[src/rtl/byte_stack_pkg.sv]
package byte_stack_pkg;
  localparam logic [2:0] OP_PUSH_B = 3'd0;
  localparam logic [2:0] OP_PUSH_W = 3'd1;
  localparam logic [2:0] OP_PULL_B = 3'd2;
  localparam logic [2:0] OP_PULL_W = 3'd3;
  localparam logic [2:0] OP_CALL   = 3'd4;
  localparam logic [2:0] OP_RET    = 3'd5;

  typedef enum logic [2:0] {
    ST_IDLE,
    ST_WR_HI,
    ST_RD_HI,
    ST_RD_LAST,
    ST_RSP
  } seq_state_e;
endpackage

[src/rtl/byte_stack_ptr.sv]
module byte_stack_ptr #(
  parameter int AW = 16,
  parameter logic [AW-1:0] RESET_SP = '1
) (
  input  logic          clk,
  input  logic          rst_n,
  input  logic          ld,
  input  logic [AW-1:0] ld_val,
  input  logic          dn,
  input  logic          up,
  output logic [AW-1:0] ptr
);
  localparam logic [AW-1:0] ONE = AW'(1);

  always_ff @(posedge clk) begin
    if (!rst_n)  ptr <= RESET_SP;
    else if (ld) ptr <= ld_val;
    else if (dn) ptr <= ptr - ONE;
    else if (up) ptr <= ptr + ONE;
  end

  // a load never coincides with a pointer step
  p_one_action_r8: assert property (@(posedge clk) disable iff (!rst_n)
    $onehot0({ld, dn, up}));
endmodule

[src/rtl/byte_stack_rsp.sv]
module byte_stack_rsp #(
  parameter int BW = 8
) (
  input  logic            clk,
  input  logic            rst_n,
  input  logic            start,
  input  logic            start_ret,
  input  logic            cap_hi,
  input  logic            cap_lo,
  input  logic [BW-1:0]   rdata,
  output logic [2*BW-1:0] data,
  output logic            is_ret
);
  always_ff @(posedge clk) begin
    if (!rst_n) begin
      data   <= '0;
      is_ret <= 1'b0;
    end else if (start) begin
      data   <= '0;
      is_ret <= start_ret;
    end else begin
      if (cap_hi) data[2*BW-1:BW] <= rdata;
      if (cap_lo) data[BW-1:0]    <= rdata;
    end
  end

  // high and low halves are never captured in the same cycle
  p_cap_order_r5: assert property (@(posedge clk) disable iff (!rst_n)
    !(cap_hi && cap_lo));
endmodule

[src/rtl/byte_stack_seq.sv]
module byte_stack_seq
  import byte_stack_pkg::*;
#(
  parameter int AW = 16,
  parameter int BW = 8
) (
  input  logic            clk,
  input  logic            rst_n,
  input  logic            req_valid,
  output logic            req_ready,
  input  logic [2:0]      req_op,
  input  logic [2*BW-1:0] req_data,
  output logic            rsp_valid,
  input  logic            rsp_ready,
  input  logic            sp_load,
  input  logic [AW-1:0]   ptr,
  output logic            ptr_ld,
  output logic            ptr_dn,
  output logic            ptr_up,
  output logic            rsp_start,
  output logic            rsp_start_ret,
  output logic            cap_hi,
  output logic            cap_lo,
  output logic            mem_en,
  output logic            mem_we,
  output logic [AW-1:0]   mem_addr,
  output logic [BW-1:0]   mem_wdata
);
  localparam logic [AW-1:0] ONE = AW'(1);

  seq_state_e    state, state_nx;
  logic [BW-1:0] hi_q;
  logic          take;

  assign take = req_valid && req_ready;

  always_comb begin
    state_nx      = state;
    req_ready     = 1'b0;
    rsp_valid     = 1'b0;
    ptr_ld        = 1'b0;
    ptr_dn        = 1'b0;
    ptr_up        = 1'b0;
    rsp_start     = 1'b0;
    rsp_start_ret = 1'b0;
    cap_hi        = 1'b0;
    cap_lo        = 1'b0;
    mem_en        = 1'b0;
    mem_we        = 1'b0;
    mem_addr      = ptr;
    mem_wdata     = '0;
    case (state)
      ST_IDLE: begin
        req_ready = !sp_load;
        ptr_ld    = sp_load;
        if (take) begin
          case (req_op)
            OP_PUSH_B, OP_PUSH_W, OP_CALL: begin
              mem_en    = 1'b1;
              mem_we    = 1'b1;
              mem_wdata = req_data[BW-1:0];
              ptr_dn    = 1'b1;
              if (req_op != OP_PUSH_B) state_nx = ST_WR_HI;
            end
            OP_PULL_B, OP_PULL_W, OP_RET: begin
              mem_en        = 1'b1;
              mem_addr      = ptr + ONE;
              ptr_up        = 1'b1;
              rsp_start     = 1'b1;
              rsp_start_ret = (req_op == OP_RET);
              state_nx      = (req_op == OP_PULL_B) ? ST_RD_LAST : ST_RD_HI;
            end
            default: ;
          endcase
        end
      end
      ST_WR_HI: begin
        mem_en    = 1'b1;
        mem_we    = 1'b1;
        mem_wdata = hi_q;
        ptr_dn    = 1'b1;
        state_nx  = ST_IDLE;
      end
      ST_RD_HI: begin
        cap_hi   = 1'b1;
        mem_en   = 1'b1;
        mem_addr = ptr + ONE;
        ptr_up   = 1'b1;
        state_nx = ST_RD_LAST;
      end
      ST_RD_LAST: begin
        cap_lo   = 1'b1;
        state_nx = ST_RSP;
      end
      ST_RSP: begin
        rsp_valid = 1'b1;
        if (rsp_ready) state_nx = ST_IDLE;
      end
      default: state_nx = ST_IDLE;
    endcase
  end

  always_ff @(posedge clk) begin
    if (!rst_n) begin
      state <= ST_IDLE;
      hi_q  <= '0;
    end else begin
      state <= state_nx;
      if (take) hi_q <= req_data[2*BW-1:BW];
    end
  end

  // a stalled response stays presented
  p_rsp_hold_r7: assert property (@(posedge clk) disable iff (!rst_n)
    rsp_valid && !rsp_ready |=> rsp_valid);
  // no request is taken while a response is pending
  p_no_take_busy_r7: assert property (@(posedge clk) disable iff (!rst_n)
    rsp_valid |-> !req_ready);
  // a load request blocks acceptance
  p_load_blocks_r8: assert property (@(posedge clk) disable iff (!rst_n)
    sp_load |-> !req_ready);
endmodule

[src/rtl/byte_stack_ctrl.sv]
module byte_stack_ctrl #(
  parameter int AW = 16,
  parameter int BW = 8,
  parameter logic [AW-1:0] RESET_SP = 16'h00FF
) (
  input  logic            clk,
  input  logic            rst_n,
  input  logic            req_valid,
  output logic            req_ready,
  input  logic [2:0]      req_op,
  input  logic [2*BW-1:0] req_data,
  output logic            rsp_valid,
  input  logic            rsp_ready,
  output logic [2*BW-1:0] rsp_data,
  output logic            rsp_ret,
  input  logic            sp_load,
  input  logic [AW-1:0]   sp_load_val,
  output logic [AW-1:0]   sp,
  output logic            mem_en,
  output logic            mem_we,
  output logic [AW-1:0]   mem_addr,
  output logic [BW-1:0]   mem_wdata,
  input  logic [BW-1:0]   mem_rdata
);
  logic ptr_ld, ptr_dn, ptr_up;
  logic rsp_start, rsp_start_ret, cap_hi, cap_lo;

  byte_stack_ptr #(.AW(AW), .RESET_SP(RESET_SP)) u_ptr (
    .clk(clk), .rst_n(rst_n), .ld(ptr_ld), .ld_val(sp_load_val),
    .dn(ptr_dn), .up(ptr_up), .ptr(sp)
  );

  byte_stack_seq #(.AW(AW), .BW(BW)) u_seq (
    .clk(clk), .rst_n(rst_n), .req_valid(req_valid), .req_ready(req_ready),
    .req_op(req_op), .req_data(req_data), .rsp_valid(rsp_valid),
    .rsp_ready(rsp_ready), .sp_load(sp_load), .ptr(sp), .ptr_ld(ptr_ld),
    .ptr_dn(ptr_dn), .ptr_up(ptr_up), .rsp_start(rsp_start),
    .rsp_start_ret(rsp_start_ret), .cap_hi(cap_hi), .cap_lo(cap_lo),
    .mem_en(mem_en), .mem_we(mem_we), .mem_addr(mem_addr),
    .mem_wdata(mem_wdata)
  );

  byte_stack_rsp #(.BW(BW)) u_rsp (
    .clk(clk), .rst_n(rst_n), .start(rsp_start), .start_ret(rsp_start_ret),
    .cap_hi(cap_hi), .cap_lo(cap_lo), .rdata(mem_rdata),
    .data(rsp_data), .is_ret(rsp_ret)
  );

  // every write lands at the pointer, which then steps down by one
  p_wr_step_r2: assert property (@(posedge clk) disable iff (!rst_n)
    mem_en && mem_we |=> sp == AW'($past(mem_addr) - AW'(1)));
  // every read address becomes the new pointer
  p_rd_step_r4: assert property (@(posedge clk) disable iff (!rst_n)
    mem_en && !mem_we |=> sp == $past(mem_addr));
  // data of a stalled response does not change
  p_rsp_data_r7: assert property (@(posedge clk) disable iff (!rst_n)
    rsp_valid && !rsp_ready |=> $stable(rsp_data) && $stable(rsp_ret));
endmodule

[config.mk]
export PLATFORM = sky130hd
export DESIGN_NAME = byte_stack_ctrl
export DESIGN_NICKNAME = d
export VERILOG_FILES = /design/src/rtl/byte_stack_pkg.sv /design/src/rtl/byte_stack_ptr.sv /design/src/rtl/byte_stack_rsp.sv /design/src/rtl/byte_stack_seq.sv /design/src/rtl/byte_stack_ctrl.sv
export SDC_FILE = /design/constraint.sdc
export NUM_CORES = 1
export LEC_CHECK = 0
export CORE_MARGIN = 1.5
export CORE_UTILIZATION = 40
export DETAILED_ROUTE_END_ITERATION = 8
export PLACE_DENSITY = 0.79
export RECOVER_POWER = 100
export SKIP_LAST_GASP = 1
export SYNTH_ARGS = -nofsm -noshare
export SYNTH_HDL_FRONTEND = slang
export SYNTH_HIERARCHICAL = 1
export SYNTH_SLANG_ARGS = --single-unit
[constraint.sdc]
create_clock -name clk -period 5.4 [get_ports clk]
set_clock_uncertainty 0.15 [all_clocks]
set_input_delay 1.08 -clock clk [delete_from_list [all_inputs] [get_ports clk]]
set_output_delay 1.08 -clock clk [all_outputs]
set_load 0.05 [all_outputs]
==> Word-level counts from Yosys, hierarchy flattened <==
Index checks and enable logic that the tools add are counted.
{ "totals": {"in_bits": 48, "wordCells": 67, "output_inout_bits": 61, "ff_bits": 44} }
{ "classes": {"n_addsub": 2, "n_reduce_logical": 12, "mux": 33, "n_bitwise": 1, "eq_ne": 13} }
{ "ops": {"columns": ["cell", "count"], "rows": [
  ["$mux 16", 5],
  ["$pmux 16 s2", 1],
  ["$add 16x1->16 const B", 1],
  ["$mux 1", 16],
  ["$mux 8", 2],
  ["$pmux 8 s2", 1],
  ["$sub 16x1->16 const B", 1],
  ["$eq 3x2->1 const B", 4],
  ["$pmux 3 s4", 1],
  ["$eq 3x3->1 const B", 3],
  ["$mux 3", 3],
  ["$eq 3x1->1 const B", 2],
  ["$logic_not 3->1", 2],
  ["$pmux 1 s2", 3],
  ["$pmux 3 s2", 1],
  ["$reduce_bool 3->1", 2],
  ["$reduce_or 3->1", 2],
  ["$reduce_or 6->1", 1],
  ["$reduce_and 4->1", 1],
  ["$reduce_or 2->1", 2],
  ["$ne 3x2->1 const B", 1],
  ["$ne 3x3->1 const B", 1],
  ["$ne 2x1->1 const B", 1],
  ["$ne 2x2->1 const B", 1],
  ["3 further kinds", 3]
]} }

==> Logic depth before layout (Yosys ltp) <==
Gate-level depths: netlist of run 1.
{ "logic_depth": {"ltp_word": 8, "depth_mapped": 14, "depth_no_buf": 11} }

==> By module <==
The synthesis of run 1 kept the hierarchy.
{ "by_module_without_submodules": {"columns": ["module", "instances", "cells_per_inst", "seq_area_each_um2", "area_each_um2"], "rows": [
  ["byte_stack_ptr", 1, 178, 320.3, 1390.1],
  ["byte_stack_seq", 1, 145, 220.2, 1074.8],
  ["byte_stack_rsp", 1, 56, 340.3, 636.9]
]} }

==> Worst setup path after synthesis of run 1 <==
Ideal clock, no wire load.
{ "synth_timing": {"path_kind": "input -> register", "start": "input port sp_load", "end": "register u_ptr.ptr[15]", "t_required_ps": 5133, "setup_slack_ps": 913, "arrival_ps": 4220, "setup_time_ps": 117, "n_path_buf": 2, "cell_stages": 13, "path_cell_list": "nand2b_1 > a2111oi_4 > or2_2 > buf_4 > ha_1 > buf_6 > a211oi_2 > nor2_1 > or4b_4 > o21ai_2 > xnor2_1 > mux2_1 > a22o_1"} }
{ "synth_via": {"elab_chain_cells": 7, "word_cells_on_any_way": 11, "cone_classes": "mux (8); reduce/logical (3)"} }
{ "synth_rtl": {"columns": ["element", "line_no", "source"], "rows": [
  ["start: declaration", "byte_stack_ctrl.sv:16", "input logic sp_load,"],
  ["$logic_not 1->1 *", "byte_stack_seq.sv:54", "req_ready = !sp_load;"],
  ["$mux 1 *", "byte_stack_seq.sv:52", "case (state)"],
  ["$logic_and 1x1->1 *", "byte_stack_seq.sv:35", "assign take = req_valid && req_ready;"],
  ["$mux 1 *", null, null],
  ["$pmux 1 s2 *", null, null],
  ["named net mem_we", "byte_stack_ctrl.sv:20", "output logic mem_we,"],
  ["$mux 16", "byte_stack_ptr.sv:18", "else if (dn) ptr <= ptr - ONE;"],
  ["$mux 16", "byte_stack_ptr.sv:17", "else if (ld) ptr <= ld_val;"],
  ["end signal: assignment", "byte_stack_ptr.sv:17", null],
  ["end signal: assignment", "byte_stack_ptr.sv:18", null],
  ["end signal: assignment", "byte_stack_ptr.sv:19", "else if (up) ptr <= ptr + ONE;"],
  ["end: declaration", "byte_stack_ptr.sv:11", "output logic [AW-1:0] ptr"]
]} }
The timed path passes the listed nets; every way through them passes the cells marked *.
A chain may end at the register's enable or synchronous reset.

==> Final worst setup path of run 1 <==
{ "layout_timing": {"start": "input port req_op[1]", "end": "output port mem_addr[5]"} }
{ "layout_via": {"elab_chain_cells": 5, "word_cells_on_any_way": 7, "cone_classes": "eq/ne (3); mux (3); reduce/logical (1)"} }
{ "layout_rtl": {"columns": ["element", "line_no", "source"], "rows": [
  ["start: declaration", "byte_stack_ctrl.sv:10", "input logic [2:0] req_op,"],
  ["$eq 3x2->1 / $eq 3x3->1 (equally long branches)", "byte_stack_seq.sv:57", "case (req_op)"],
  ["$reduce_or 3->1 *", null, null],
  ["$mux 16 *", "byte_stack_seq.sv:57", null],
  ["$mux 16 *", "byte_stack_seq.sv:56", "if (take) begin"],
  ["$pmux 16 s2 *", "byte_stack_seq.sv:52", null],
  ["end: declaration", "byte_stack_ctrl.sv:21", "output logic [AW-1:0] mem_addr,"]
]} }
Every way passes the cells marked *; elsewhere a longest branch is shown, timed or not.

==> results of run 1 <==
-- power groups by stage --
stage	combinational [µW]	clock (µW)	sequential [µW]
3_5_place_dp	815	0	418
5_1_grt	850	286	418
4_1_cts	819	271	411
2_1_floorplan	502	0	489
6_report	793	263	411
3_3_place_gp	800	0	418
-- area by class of cell --
class | instances | area, µm² | area share (%)
sequential | 44 | 880.8 | 20.51
tap | 99 | 123.9 | 2.885
multi-input combinational | 308 | 2043 | 47.58
timing repair buffer | 112 | 1105 | 25.73
clock buffer | 5 | 68.82 | 1.603
inverter | 7 | 26.28 | 0.6119
clock inverter | 3 | 46.29 | 1.078
-- synthesized netlist by cell type, types with 5 or more instances --
master,n
nor2_1,29
o21a_1,5
o211ai_1,7
nand3_1,10
o21ai_0,23
a22o_1,5
ha_1,15
mux2i_1,18
clkbuf_1,9
xor2_1,15
inv_1,6
nand4_1,6
nor2b_1,5
a21boi_0,8
xnor2_1,12
nor3_1,8
nand2_1,48
dfxtp_1,44
a211oi_1,9
a21oi_1,22
-- through the flow --
stage | power [µW] | cells
2_1_floorplan | 991.0 | 379
4_1_cts | 1502 | 578
6_report | 1467 | 578
3_5_place_dp | 1233 | 570
5_1_grt | 1554 | 578
3_3_place_gp | 1219 | 570
-- logic make-up (layout without fill, tap and decap cells) --
family                   after synthesis  in the layout  share of synthesized area, %
AND/OR/NAND/NOR                      137            137                         22.03
XOR/XNOR                              27             27                         7.624
adder cells (fa/ha/maj)               16             16                         6.696
flip-flops                            44             44                         28.40
multiplexers                          20             20                         6.535
buffers and inverters                 27            127                         4.638
AO/OA/AOI/OAI                        108            108                         24.08
-- sequential cells by signal, indices dropped and copies added, names as in the netlist --
register / cells
u_rsp/is_ret: 1
u_ptr/ptr: 16
u_seq/hi_q: 8
u_seq/state: 3
u_rsp/data: 16
-- critical path: stages --
cell,delay (ns)
dlygate4sd3_1,0.63
and3b_1,0.24
o211ai_2,0.48
inv_2,0.15
o211ai_1,0.27
xnor2_1,0.17
dlygate4sd3_1,0.90
-- path summary, 6_finish.rpt --
check | startpoint | to | slack [ns]
max | req_op[1] | mem_addr[5] | 0.25
min | u_seq/hi_q[3]$_SDFFE_PN0N_ | u_seq/hi_q[3]$_SDFFE_PN0N_ | 0.32
max reg2reg | u_seq/state[2]$_SDFFE_PN0P_ | u_ptr/ptr[15]$_SDFFE_PN0P_ | 1.15
min reg2reg | u_seq/hi_q[3]$_SDFFE_PN0N_ | u_seq/hi_q[3]$_SDFFE_PN0N_ | 0.32
-- placed cells by master, fill, tap and decap left out, types with 7 or more instances in the layout --
cell | netlist | final
a211oi_1 | 9 | 10
a21boi_0 | 8 | 9
a21oi_1 | 22 | 22
clkdlybuf4s50_1 | 0 | 44
dfxtp_1 | 44 | 44
dlygate4sd3_1 | 0 | 63
ha_1 | 15 | 15
mux2i_1 | 18 | 18
nand2_1 | 48 | 48
nand3_1 | 10 | 10
nor2_1 | 29 | 30
nor3_1 | 8 | 8
o211ai_1 | 7 | 7
o21ai_0 | 23 | 26
xnor2_1 | 12 | 12
xor2_1 | 15 | 15
-- per-layer routing --
layer / up-vias / routed length (µm) / global-route usage [%]
met5: - / 0 / 0
met4: 0 / 147 / 9.635
met3: 13 / 417 / 2.596
met2: 109 / 4706 / 39.55
met1: 1525 / 3897 / 26.97
li1: 1573 / - / -
==> flow_metrics.env, run 1 <==
export IMPL_synth_edff_count=0
export IMPL_max_clock_freq_mhz=194.2
export IMPL_grt_usage_pct=22.32
export IMPL_io_buffers=108
export IMPL_path_class="in2out"
export IMPL_cts_sinks=44
export IMPL_r2r_cells=11
export IMPL_ys_types=66
export IMPL_core_um2=7370
export IMPL_fin_crit_sh_pct=95.34
export IMPL_drive_above_1_share_pct=5.428
export IMPL_netlist_area_leader_share_pct=28.40
export IMPL_p_seq_share_pct=28.0
export IMPL_min_path_cells=2
export IMPL_synth_cell_area_um2=3102
export IMPL_fp_dieArea_um2=8292
export IMPL_cts_resized=0
export IMPL_clockPowerShare_pct=17.9
export IMPL_h_tree_depth=2
export IMPL_rows=31
export IMPL_p_per_area_nw_per_um2=341.6
export IMPL_status="finished clean"
export IMPL_overflow=0
export IMPL_fin_ws_ns=0.2514
export IMPL_synthFlopType="dfxtp_1"
export IMPL_yosysSeqAreaShare_pct=28.40
export IMPL_arrival_ns=3.92
export IMPL_nets=542
export IMPL_clk_path_buf_depth=2
export IMPL_ios=109
export IMPL_antenna_found_initial=0
export IMPL_synthesis_nets=443
export IMPL_cts_clk_slew_worst_paths_ns=0.09
export IMPL_cts_inserted_buffers=5
export IMPL_irDropWorstVdd_mv=0.1873
export IMPL_leakagePower_uw=0.001734
export IMPL_holdBufCountCts=0
export IMPL_pwr_share_comb_pct=54.1
export IMPL_avgSynthCellArea_um2=8.184
export IMPL_die_w_um=91.06
export IMPL_finish_utilization_pct=58.27
export IMPL_cts_root_buf="clkbuf_8"
export IMPL_grt_pass1_wl_um=15150
export IMPL_n_antenna_cell=0
export IMPL_sw_frac_of_total_pct=46.77
export IMPL_place_hpwl_um=6848
export IMPL_cp_max_fo=13
export IMPL_critPathRequiredTime_ns=4.17
export IMPL_routed_wl_um=9170
export IMPL_via_per_inst=5.571
export IMPL_drt_pass1_iterations=4
export IMPL_power_switching_uw=686.1
export IMPL_cap_violations=0
export IMPL_timing_setup_tns_ns=0
export IMPL_hp_class="reg2reg"
export IMPL_die_h_um=91.06
export IMPL_ys_ff_latch=44
export IMPL_internal_power_uw=780.7
export IMPL_placed_area_um2=4217
export IMPL_dp_slack_ns=0.3290
export IMPL_cp_start_kind="input port"
export IMPL_yosys_area_top_type="dfxtp_1"
export IMPL_gp_congestion=0.9007
export IMPL_ys_warn_count=6
export IMPL_vias=3220
export IMPL_grt_pass1_vias=3196
export IMPL_cts_tree="done"
export IMPL_period_minus_slack_ns=5.149
export IMPL_finalHoldViolCount=0
export IMPL_fillers=669
export IMPL_clkLatencyLatePin_ns=0.30
export IMPL_whs_ns=0.3242
export IMPL_stdcell_area_um2=4294
export IMPL_post_cts_buffers=0
export IMPL_start_util_pct=42.09
export IMPL_tightest_slew_ns=1.073
export IMPL_synth_top_cells_by_area="dfxtp_1, ha_1, mux2i_1"
export IMPL_grt_setup_unrepaired="no"
export IMPL_synthCells=379
export IMPL_drtIter0Drc=135
export IMPL_area_growth_pct=38.44
export IMPL_wl_per_cell_um=15.87
export IMPL_drv_slew=0
export IMPL_route_detailed_drc=0
export IMPL_finalSetupViolations=0
export IMPL_grt_max_degree=31
export IMPL_ant_nets=0
export IMPL_relSlewSlack_pct=28.24
export IMPL_endpoint_kind="primary output"
export IMPL_async_reset_ff_share_pct=0
Power figures use the tool's default switching activity.
==> inputs of run 2 (changes only) <==
--- a/config.mk
+++ b/config.mk
@@ -11,6 +11,7 @@
 export PLACE_DENSITY = 0.79
 export RECOVER_POWER = 100
 export SKIP_LAST_GASP = 1
+export SLEW_MARGIN = 30
 export SYNTH_ARGS = -nofsm -noshare
 export SYNTH_HDL_FRONTEND = slang
 export SYNTH_HIERARCHICAL = 1
==> flow_metrics.env, run 2 (same netlist as run 1, synthesis figures left out) <==
export IMPL_tightest_slew_ns=0.8622
export IMPL_place_hpwl_um=6844
export IMPL_drtIter0Drc=101
export IMPL_irDropWorstVdd_mv=0.1904
export IMPL_cts_resized=0
export IMPL_n_antenna_cell=0
export IMPL_final_common_cell="dlygate4sd3_1"
export IMPL_h_tree_depth=2
export IMPL_path_class="in2out"
export IMPL_power_switching_uw=684.8
export IMPL_slowest_stage="dlygate4sd3_1"
export IMPL_die_w_um=91.06
export IMPL_io_buffers=108
export IMPL_dp_slack_ns=0.3332
export IMPL_grt_pass1_vias=3155
export IMPL_timing_setup_tns_ns=0
export IMPL_max_clock_freq_mhz=193.5
export IMPL_drt_pass1_iterations=5
export IMPL_relSlewSlack_pct=42.31
export IMPL_area_growth_pct=38.28
export IMPL_grt_setup_unrepaired="no"
export IMPL_cp_start_kind="input port"
export IMPL_fp_dieArea_um2=8292
export IMPL_antenna_found_initial=0
export IMPL_grt_usage_pct=22.14
export IMPL_clk_path_buf_depth=2
export IMPL_vias=3202
export IMPL_grt_pass1_wl_um=14990
export IMPL_cts_tree="done"
export IMPL_wl_per_cell_um=15.75
export IMPL_die_h_um=91.06
export IMPL_status="finished clean"
export IMPL_via_per_inst=5.540
export IMPL_arrival_ns=3.94
export IMPL_sw_frac_of_total_pct=46.74
export IMPL_hp_class="reg2reg"
export IMPL_finalPower_uw=1465
export IMPL_final_cell_mix="dlygate4sd3_1, nand2_1, dfxtp_1"
export IMPL_start_util_pct=42.09
export IMPL_cp_max_fo=13
export IMPL_clkLatencyLatePin_ns=0.30
export IMPL_internal_power_uw=780.2
export IMPL_endpoint_kind="primary output"
export IMPL_dpl_cell_count=570
export IMPL_finalHoldViolCount=0
export IMPL_grt_max_degree=31
export IMPL_overflow=0
export IMPL_ant_nets=0
export IMPL_drive_above_1_share_pct=5.637
export IMPL_finalNonFillerCells=578
export IMPL_pwr_share_comb_pct=54.1
export IMPL_cts_inserted_buffers=5
export IMPL_critPathMaxStageDelay_ns=0.91
export IMPL_routed_wl_um=9104
export IMPL_p_seq_share_pct=28.0
export IMPL_ios=109
export IMPL_cts_sinks=44
export IMPL_period_minus_slack_ns=5.168
export IMPL_gp_congestion=0.9007
export IMPL_reg_top3="u_ptr/ptr: 16 flops, u_rsp/data: 16 flops, u_seq/hi_q: 8 flops"
export IMPL_leakagePower_uw=0.001733
export IMPL_clockPowerShare_pct=17.9
export IMPL_crit_top_cell="dlygate4sd3_1"
export IMPL_critPathRequiredTime_ns=4.17
export IMPL_drv_slew=0
export IMPL_cts_clk_slew_worst_paths_ns=0.09
export IMPL_cap_violations=0
export IMPL_cts_root_buf="clkbuf_8"
export IMPL_rows=31
export IMPL_holdBufCountCts=0
export IMPL_post_cts_buffers=0
export IMPL_crit_chain="dlygate4sd3_1, and3b_1, o211ai_2, inv_2, o211ai_1, xnor2_1, dlygate4sd3_1"
export IMPL_p_per_area_nw_per_um2=341.6
export IMPL_nets=542
export IMPL_route_detailed_drc=0
export IMPL_fin_ws_ns=0.2317
export IMPL_fin_crit_sh_pct=95.71
export IMPL_core_um2=7370
export IMPL_finalSetupViolations=0
## run 2: worst paths after layout
check                                    from                          to  slack (ns)  cells past startpoint
setup / recovery                    req_op[1]                 mem_addr[5]        0.23                      7
hold / removal     u_seq/hi_q[3]$_SDFFE_PN0N_  u_seq/hi_q[3]$_SDFFE_PN0N_        0.32                      2
setup reg to reg  u_seq/state[2]$_SDFFE_PN0P_  u_ptr/ptr[15]$_SDFFE_PN0P_        1.16                     11
hold reg to reg    u_seq/hi_q[3]$_SDFFE_PN0N_  u_seq/hi_q[3]$_SDFFE_PN0N_        0.32                      2
## run 2: metal layers
| metal | GRT usage (%) | wire (µm) |
|---|---|---|
| met1 | 26.95 | 3870 |
| met2 | 38.62 | 4564 |
| met3 | 3.266 | 459 |
| met4 | 9.245 | 210 |
| met5 | 0 | 0 |
## run 2: final cells by class
class                      count  area, µm²
fill                         661       3080
multi-input combinational    308       2043
timing repair buffer         112       1100
sequential                    44      880.8
tap                           99      123.9
clock buffer                   5      68.82
clock inverter                 3      46.29
inverter                       7      26.28
## run 2: critical path, delay by kind of cell
kind,cells,cell delay (ns)
compound gates,2,0.75
xor+xnor,1,0.18
buf+inv,3,1.69
simple gates,1,0.24
## run 2: power groups by stage
stage | registers [µW] | logic, µW | clock network [µW]
final | 410 | 792 | 263
after global routing | 418 | 848 | 287
after CTS | 411 | 817 | 270
after detailed placement | 418 | 813 | 0
after global placement | 418 | 800 | 0
after floorplan | 489 | 502 | 0
## run 2: through the flow
stage	cell area, µm²	hold WS (ns)	util, %
2_1_floorplan	3102	0.2932	-
3_3_place_gp	4217	0.3036	57.22
3_5_place_dp	4212	0.3125	57.15
4_1_cts	4327	0.3256	58.71
5_1_grt	4289	0.3584	58.20
6_report	4289	0.3191	58.20
